### config.mk
export PLATFORM = sky130hd
export DESIGN_NAME = gpio_edge_bank
export DESIGN_NICKNAME = d
export VERILOG_FILES = /design/src/rtl/gpio_pkg.sv /design/src/rtl/gpio_rst_sync.sv /design/src/rtl/gpio_sync2.sv /design/src/rtl/gpio_edge_detect.sv /design/src/rtl/gpio_edge_bank.sv
export SDC_FILE = /design/constraint.sdc
export NUM_CORES = 1
export LEC_CHECK = 0
export BUFFER_PORTS_ARGS = -buffer_cell sky130_fd_sc_hd__buf_4
export CORE_UTILIZATION = 60
export CTS_CLUSTER_DIAMETER = 80
export CTS_CLUSTER_SIZE = 30
export DETAILED_ROUTE_END_ITERATION = 8
export GPL_TIMING_DRIVEN = 0
export PLACE_DENSITY = 0.84
export SLEW_MARGIN = 5
export SYNTH_ARGS = -nofsm -noshare
export SYNTH_HDL_FRONTEND = slang
export SYNTH_HIERARCHICAL = 1
export SYNTH_SLANG_ARGS = --single-unit
### constraint.sdc
create_clock -name clk -period 6.8 [get_ports clk]
set_input_delay 0.34 -clock clk [delete_from_list [all_inputs] [get_ports clk]]
set_output_delay 0.34 -clock clk [all_outputs]
set_load 0.02 [all_outputs]
### src/rtl/gpio_pkg.sv
package gpio_pkg;

  localparam logic [7:0] OFS_IDENT    = 8'h00;
  localparam logic [7:0] OFS_LEVEL    = 8'h04;
  localparam logic [7:0] OFS_DRIVE    = 8'h08;
  localparam logic [7:0] OFS_DRV_SET  = 8'h0C;
  localparam logic [7:0] OFS_DRV_CLR  = 8'h10;
  localparam logic [7:0] OFS_DIR      = 8'h14;
  localparam logic [7:0] OFS_SENSE_LO = 8'h18;
  localparam logic [7:0] OFS_SENSE_HI = 8'h1C;
  localparam logic [7:0] OFS_EVENT    = 8'h20;
  localparam logic [7:0] OFS_ARM      = 8'h24;
  localparam logic [7:0] OFS_ARM_SET  = 8'h28;
  localparam logic [7:0] OFS_ARM_CLR  = 8'h2C;

  // Per-pin sense field: bit 0 selects rising edges, bit 1 falling edges.
  typedef enum logic [1:0] {
    SENSE_NONE = 2'b00,
    SENSE_RISE = 2'b01,
    SENSE_FALL = 2'b10,
    SENSE_BOTH = 2'b11
  } sense_e;

endpackage

### src/rtl/gpio_rst_sync.sv
module gpio_rst_sync (
  input  logic clk,
  input  logic rst_n,
  output logic rst_sync_n
);
  logic [1:0] stage_q;

  always_ff @(posedge clk or negedge rst_n) begin
    if (!rst_n) stage_q <= 2'b00;
    else        stage_q <= {stage_q[0], 1'b1};
  end

  assign rst_sync_n = stage_q[1];
endmodule

### src/rtl/gpio_sync2.sv
module gpio_sync2 #(
  parameter int W = 16
) (
  input  logic         clk,
  input  logic         rst_n,
  input  logic [W-1:0] d,
  output logic [W-1:0] q
);
  logic [W-1:0] meta_q;
  logic [W-1:0] sync_q;

  always_ff @(posedge clk or negedge rst_n) begin
    if (!rst_n) begin
      meta_q <= '0;
      sync_q <= '0;
    end else begin
      meta_q <= d;
      sync_q <= meta_q;
    end
  end

  assign q = sync_q;
endmodule

### src/rtl/gpio_edge_detect.sv
module gpio_edge_detect #(
  parameter int PINS = 16
) (
  input  logic              clk,
  input  logic              rst_n,
  input  logic [PINS-1:0]   level,
  input  logic [2*PINS-1:0] sense,
  output logic [PINS-1:0]   hit
);
  import gpio_pkg::*;

  logic [PINS-1:0] prev_q;

  always_ff @(posedge clk or negedge rst_n) begin
    if (!rst_n) prev_q <= '0;
    else        prev_q <= level;
  end

  for (genvar i = 0; i < PINS; i++) begin : g_pin
    sense_e mode;
    logic   rise;
    logic   fall;
    always_comb begin
      mode = sense_e'(sense[2*i +: 2]);
      rise = level[i] & ~prev_q[i];
      fall = ~level[i] & prev_q[i];
      unique case (mode)
        SENSE_RISE: hit[i] = rise;
        SENSE_FALL: hit[i] = fall;
        SENSE_BOTH: hit[i] = rise | fall;
        default:    hit[i] = 1'b0;
      endcase
    end
  end
endmodule

### src/rtl/gpio_edge_bank.sv
module gpio_edge_bank #(
  parameter int PINS    = 16,
  parameter int ADDR_W  = 8,
  parameter int DATA_W  = 32,
  parameter int VER_MAJ = 2,
  parameter int VER_MIN = 1
) (
  input  logic              clk,
  input  logic              rst_n,
  input  logic [ADDR_W-1:0] bus_addr,
  input  logic              bus_we,
  input  logic [DATA_W-1:0] bus_wdata,
  output logic [DATA_W-1:0] bus_rdata,
  input  logic [PINS-1:0]   pin_in,
  output logic [PINS-1:0]   pin_out,
  output logic [PINS-1:0]   pin_oe,
  output logic              irq
);
  import gpio_pkg::*;

  localparam int HALF = PINS / 2;
  localparam int FW   = 2 * HALF;

  logic            rst_sync_n;
  logic [PINS-1:0] level;
  logic [PINS-1:0] hit;
  logic [PINS-1:0] wdat;

  logic [PINS-1:0] drive_q, drive_d;
  logic [PINS-1:0] dir_q,   dir_d;
  logic [PINS-1:0] arm_q,   arm_d;
  logic [PINS-1:0] event_q, event_d;
  logic [FW-1:0]   sense_lo_q, sense_lo_d;
  logic [FW-1:0]   sense_hi_q, sense_hi_d;

  logic wr_drive, wr_dset, wr_dclr, wr_dir;
  logic wr_arm, wr_aset, wr_aclr, wr_event, wr_slo, wr_shi;
  logic drive_en, arm_en, dir_en, slo_en, shi_en;

  logic unused_wdata;
  assign unused_wdata = ^bus_wdata[DATA_W-1:PINS];

  gpio_rst_sync u_rst (
    .clk        (clk),
    .rst_n      (rst_n),
    .rst_sync_n (rst_sync_n)
  );

  gpio_sync2 #(.W(PINS)) u_sync (
    .clk   (clk),
    .rst_n (rst_sync_n),
    .d     (pin_in),
    .q     (level)
  );

  gpio_edge_detect #(.PINS(PINS)) u_edge (
    .clk   (clk),
    .rst_n (rst_sync_n),
    .level (level),
    .sense ({sense_hi_q, sense_lo_q}),
    .hit   (hit)
  );

  // Write decode
  always_comb begin
    wdat     = bus_wdata[PINS-1:0];
    wr_drive = bus_we && (bus_addr == ADDR_W'(OFS_DRIVE));
    wr_dset  = bus_we && (bus_addr == ADDR_W'(OFS_DRV_SET));
    wr_dclr  = bus_we && (bus_addr == ADDR_W'(OFS_DRV_CLR));
    wr_dir   = bus_we && (bus_addr == ADDR_W'(OFS_DIR));
    wr_arm   = bus_we && (bus_addr == ADDR_W'(OFS_ARM));
    wr_aset  = bus_we && (bus_addr == ADDR_W'(OFS_ARM_SET));
    wr_aclr  = bus_we && (bus_addr == ADDR_W'(OFS_ARM_CLR));
    wr_event = bus_we && (bus_addr == ADDR_W'(OFS_EVENT));
    wr_slo   = bus_we && (bus_addr == ADDR_W'(OFS_SENSE_LO));
    wr_shi   = bus_we && (bus_addr == ADDR_W'(OFS_SENSE_HI));
  end

  // Next-state and clock enables
  always_comb begin
    drive_en = wr_drive | wr_dset | wr_dclr;
    arm_en   = wr_arm | wr_aset | wr_aclr;
    dir_en   = wr_dir;
    slo_en   = wr_slo;
    shi_en   = wr_shi;

    if (wr_drive)     drive_d = wdat;
    else if (wr_dset) drive_d = drive_q | wdat;
    else              drive_d = drive_q & ~wdat;

    if (wr_arm)       arm_d = wdat;
    else if (wr_aset) arm_d = arm_q | wdat;
    else              arm_d = arm_q & ~wdat;

    dir_d      = wdat;
    sense_lo_d = bus_wdata[FW-1:0];
    sense_hi_d = bus_wdata[FW-1:0];

    // A fresh edge outranks a clearing write to the same bit.
    event_d = (event_q & ~(wr_event ? wdat : '0)) | hit;
  end

  always_ff @(posedge clk or negedge rst_sync_n) begin
    if (!rst_sync_n) begin
      drive_q    <= '0;
      dir_q      <= '1;
      arm_q      <= '0;
      event_q    <= '0;
      sense_lo_q <= '0;
      sense_hi_q <= '0;
    end else begin
      if (drive_en) drive_q    <= drive_d;
      if (dir_en)   dir_q      <= dir_d;
      if (arm_en)   arm_q      <= arm_d;
      if (slo_en)   sense_lo_q <= sense_lo_d;
      if (shi_en)   sense_hi_q <= sense_hi_d;
      event_q <= event_d;
    end
  end

  // Read mux
  always_comb begin
    bus_rdata = '0;
    case (bus_addr)
      ADDR_W'(OFS_IDENT):    bus_rdata = DATA_W'({4'(VER_MAJ), 4'(VER_MIN)});
      ADDR_W'(OFS_LEVEL):    bus_rdata = DATA_W'(level);
      ADDR_W'(OFS_DRIVE):    bus_rdata = DATA_W'(drive_q);
      ADDR_W'(OFS_DIR):      bus_rdata = DATA_W'(dir_q);
      ADDR_W'(OFS_SENSE_LO): bus_rdata = DATA_W'(sense_lo_q);
      ADDR_W'(OFS_SENSE_HI): bus_rdata = DATA_W'(sense_hi_q);
      ADDR_W'(OFS_EVENT):    bus_rdata = DATA_W'(event_q);
      ADDR_W'(OFS_ARM):      bus_rdata = DATA_W'(arm_q);
      default:               bus_rdata = '0;
    endcase
  end

  assign pin_out = drive_q;
  assign pin_oe  = ~dir_q;
  assign irq     = |(event_q & arm_q);
endmodule

# Word level (Yosys, flattened, before mapping)
# Cells that the tools add are included.
[classes]
n_eq_ne = 59
n_reduce_logical = 12
muxes = 22
n_bitwise = 94
[ops]
columns = ["cell", "n"]
rows = [
  ["$pmux 16 s8", 1],
  ["$mux 16", 5],
  ["$and 16x16->16", 4],
  ["$eq 2x2->1 const B", 32],
  ["$not 16->16", 3],
  ["$or 16x16->16", 3],
  ["$pmux 1 s3", 16],
  ["$and 1x1->1", 32],
  ["$eq 2x1->1 const B", 16],
  ["$eq 8x5->1 const B", 4],
  ["$eq 8x6->1 const B", 4],
  ["$not 1->1", 32],
  ["$or 1x1->1", 20],
  ["$eq 8x4->1 const B", 2],
  ["$reduce_or 16->1", 1],
  ["$logic_and 1x1->1", 10],
  ["$eq 8x3->1 const B", 1],
  ["$logic_not 8->1", 1],
]
[word_totals]
ff_bits = 146
input_bits = 59
wordCells = 197
out_inout_bits = 65

# Depth between registers and ports, before layout
[logic_depth]
depth_word = 6
depth_mapped = 7
mapped_depth_nobuf = 6

# Cells and area by module
# Netlist, hierarchy kept.
[by_module_without_submodules]
columns = ["module", "area_per_inst_um2", "instances", "cells_each", "seq_area_each_um2"]
rows = [
  ["gpio_edge_bank", 5230.0, 1, 491, 2422.3],
  ["gpio_edge_detect", 1328.8, 1, 158, 400.4],
  ["gpio_sync2", 800.8, 1, 32, 800.8],
  ["gpio_rst_sync", 53.8, 1, 3, 50.0],
]

# Worst setup path before layout
# Ideal clock, no wire load.
[synth_timing]
kind = "input to output"
startpoint = "input port bus_addr[0]"
endpoint = "output port bus_rdata[0]"
path_stages = 6
n_path_buf = 2
t_arrival_ns = 1.870
setup_slack_ns = 4.590
t_required_ns = 6.460
path_cell_list = "buf_2 -> or3_1 -> buf_2 -> or4_1 -> o31a_1 -> o211ai_1"
[synth_between]
elab_chain_cells = 2
elab_cells_between_ends = 9
classes_between = "7 x eq/ne; 1 x mux; 1 x reduce/logical"
[synth_rtl]
columns = ["item", "line_no", "source"]
rows = [
  ["start: declaration", "gpio_edge_bank.sv:10", "input logic [ADDR_W-1:0] bus_addr,"],
  ["$eq 8x6->1, or another cell as far along", "gpio_edge_bank.sv:124", "case (bus_addr)"],
  ["$pmux 16 s8 *", "gpio_edge_bank.sv:124", ""],
  ["end: declaration", "gpio_edge_bank.sv:13", "output logic [DATA_W-1:0] bus_rdata,"],
]
# Mark *: on every way between the ends. The rest lies on a longest branch, timed or not.

# Worst setup path in the final report
[layout_timing]
startpoint = "input port bus_addr[2]"
endpoint = "output port bus_rdata[11]"
# Same word-level chain as after synthesis.

==> out/metrics.cfg <==
[worst_hold_path]
hold_depth = 1
hp-class = in2reg

[setup_path]
cp.required_ns = 6.46
crit_type = in2out
worst_setup_path_startpoint = bus_addr[2]
reg2reg_depth = 6
end_kind = primary output
crit_fanout = 10
crit_arrival_ns = 2.64
reg2reg_from = u_sync/q[5]$_DFF_PN0_
critPathCapture = bus_rdata[11]
worst_setup_path_start_kind = primary input
r2r_slack_ns = 5.36
r2r_end = event_q[5]$_DFF_PN0_

[global_route]
use_met1_pct = 49.80
gr-total-overflow = 0
antenna_found_initial = 0
use_met3_pct = 7.927
met2_usage_pct = 58.08
first_global_vias = 6214
grt_use_total_pct = 37.69
grt_pass1_wl_um = 35110
busiest_layer = met2
grt_max_degree = 51

[floorplan]
start_util_pct = 61.72
die_area_mm2 = 0.01280
die_y_um = 113.2
core_area_mm2 = 0.01201
placementRows = 40
boundaryPins = 124
die_x_um = 113.2

[final_layout]
diodes = 0
drive_above_1_share_pct = 28.80
syn_to_final_growth_pct = 21.92
post-route-util_pct = 75.25
fin_nets = 901

[routing]
vias = 6191
wl_per_cell_um = 23.76
first_pass_iters = 5
viasPerCell = 6.382
final_antenna_net_count = 0
drc = 0
drt_wl_total_um = 23050
drt_iter0_markers = 674

[sta]
period_needed_ns = 2.985
fin_ws_ns = 3.815
period_share_pct = 43.89
tns_ns = 0
finClkSkew_ns = 0.004409
fmax_mhz = 335.1
setup_viol = 0
grt_setup_unrepaired = false
tightest_slew_ns = 0.8623
hold_violations = 0
report.final.slew_viol_count = 0
maxSlewHeadroom_pct = 42.51

[place]
gp_congestion = 0.9430
dp_slack_ns = 3.974
port_buffers = 87
dp_hpwl_um = 15490

[yosys]
synth_top_area_share_pct = 43.88
async_reset_ff_share_pct = 100.0
yosysSeqAreaShare_pct = 49.55
syn-cell-area_mm2 = 0.007413
synth_area_leaders = dfrtp_1 (44%), mux2_2 (7.3%), dfstp_2 (5.7%)
synth_most_common_cell = dfrtp_1
synthTopCellsByCount = dfrtp_1 (130), nand2_1 (73), inv_1 (56), mux2_2 (48), o21ai_0 (41)
synth_edf_count = 0
syn-instance-count = 684
ys_ff_latch = 146
synth_ff_type = dfrtp_1
syn_avg_cell_area_um2 = 10.84
ys_types = 54
yosys_warnings = 6
yosysTopAreaCell = dfrtp_1

[pwr]
clkPwrFrac_pct = 42.3
comb_power_share_pct = 13.7
irDropWorstVdd_mv = 0.2684
p_int_mw = 1.774
switchingPower_mw = 0.6660
swShare_pct = 27.29
power.leakage_nw = 4.251
seqPwrFrac_pct = 44.0
cellPowerDensity_mw_per_mm2 = 270.0

[cts]
cts.path.max_buffers = 2
cts_hold_buf = 1
cts.reportedPaths.clkPinSlew_ns = 0.06
cts-resized-gates = 0
cts_buffers = 17
post-cts-setup-buffers = 0
root_buffer = clkbuf_16
htree_levels = 4
clkLatencyLatePin_ns = 0.43
cts_tree = built
cts_sinks = 146

[status]
status = finished, final reports clean

[flow_run]
maxCapViolations = 0

[final cells by class]
type | count | area [um^2]
Sequential cell | 146 | 3677
Multi-Input combinational cell | 452 | 3317
Fill cell | 834 | 2973
Timing Repair Buffer | 92 | 738.2
Clock buffer | 19 | 432.9
Buffer | 45 | 269.0
Clock inverter | 13 | 210.2
Inverter | 56 | 210.2
Tap cell | 147 | 183.9
[through the flow]
stage	instance area, um^2	total power, mW	hold slack, ns	instances
floorplan	7470	1.256	0.04441	699
CTS	9019	2.437	0.002558	968
global route	9039	2.517	0.0009040	970
detailed placement	8366	1.408	0.1251	935
global placement	8307	1.387	0.1227	933
finish	9039	2.440	0.01086	970
[worst max-delay path, stage by stage]
cell,delay [ns]
buf_4,0.18
nor4b_2,0.66
clkbuf_1,0.69
a22oi_1,0.26
o221ai_1,0.30
buf_4,0.20
[metal layers]
| layer | part of all wire [%] | wire [um] |
|---|---|---|
| met2 | 47 | 10920 |
| met5 | 0 | 0 |
| met4 | 3.8 | 887 |
| met1 | 40 | 9136 |
| met3 | 9.1 | 2098 |
[cells by family (layout without fill, tap and decap cells)]
kind of cell	count (synthesis)	in the layout	share of synthesized area, %
compound gates	194	194	18.40
fa+ha+maj	32	32	5.401
buf+inv	101	225	6.464
flops	146	146	49.55
mux	63	63	9.316
other cells	2	17	0.1013
simple gates	146	146	10.77
[layout by cell type (no fill, tap or decap), drive strengths merged, types with 2 or more instances in the layout]
master       Yosys  final
a21o            16     16
a21oi            2      2
a221oi          15     15
a22o            20     20
a22oi           18     18
buf             31    120
bufinv           0      5
clkbuf          14     33
clkinv           0      5
clkinvlp         0      2
conb             2     17
dfrtp          130    130
dfstp           16     16
dlygate4sd3      0      3
ha              32     32
inv             56     57
mux2            48     48
mux2i           15     15
nand2           73     73
nand2b           2      2
nand3            7      7
nand3b           2      2
nand4            2      2
nor2             5      5
nor2b           34     34
nor3             3      3
nor3b            3      3
nor4b            2      2
o211ai          20     20
o21ai           79     79
o221ai           5      5
o22ai            9      9
o32ai            5      5
or3              3      3
or3b             2      2
or4b             2      2
[power by group through the flow]
stage / logic, mW / clock network (mW) / registers (mW)
finish: 0.334 / 1.03 / 1.07
global route: 0.359 / 1.07 / 1.08
CTS: 0.330 / 1.04 / 1.07
detailed placement: 0.325 / 0 / 1.08
global placement: 0.298 / 0 / 1.09
floorplan: 0.195 / 0 / 1.06
[worst min-delay path by stage]
stage | from | to | slack, ns
after floorplan | rst_n | u_rst/stage_q[0]$_DFF_PN0_ | 0.04
after global placement | rst_n | u_rst/stage_q[0]$_DFF_PN0_ | 0.12
after detailed placement | rst_n | u_rst/stage_q[0]$_DFF_PN0_ | 0.13
after CTS | pin_in[12] | u_sync/meta_q[12]$_DFF_PN0_ | 0.003
after global routing | pin_in[7] | u_sync/meta_q[7]$_DFF_PN0_ | 0.0009
final | pin_in[12] | u_sync/meta_q[12]$_DFF_PN0_ | 0.01
Power figures use the tool's default switching activity.
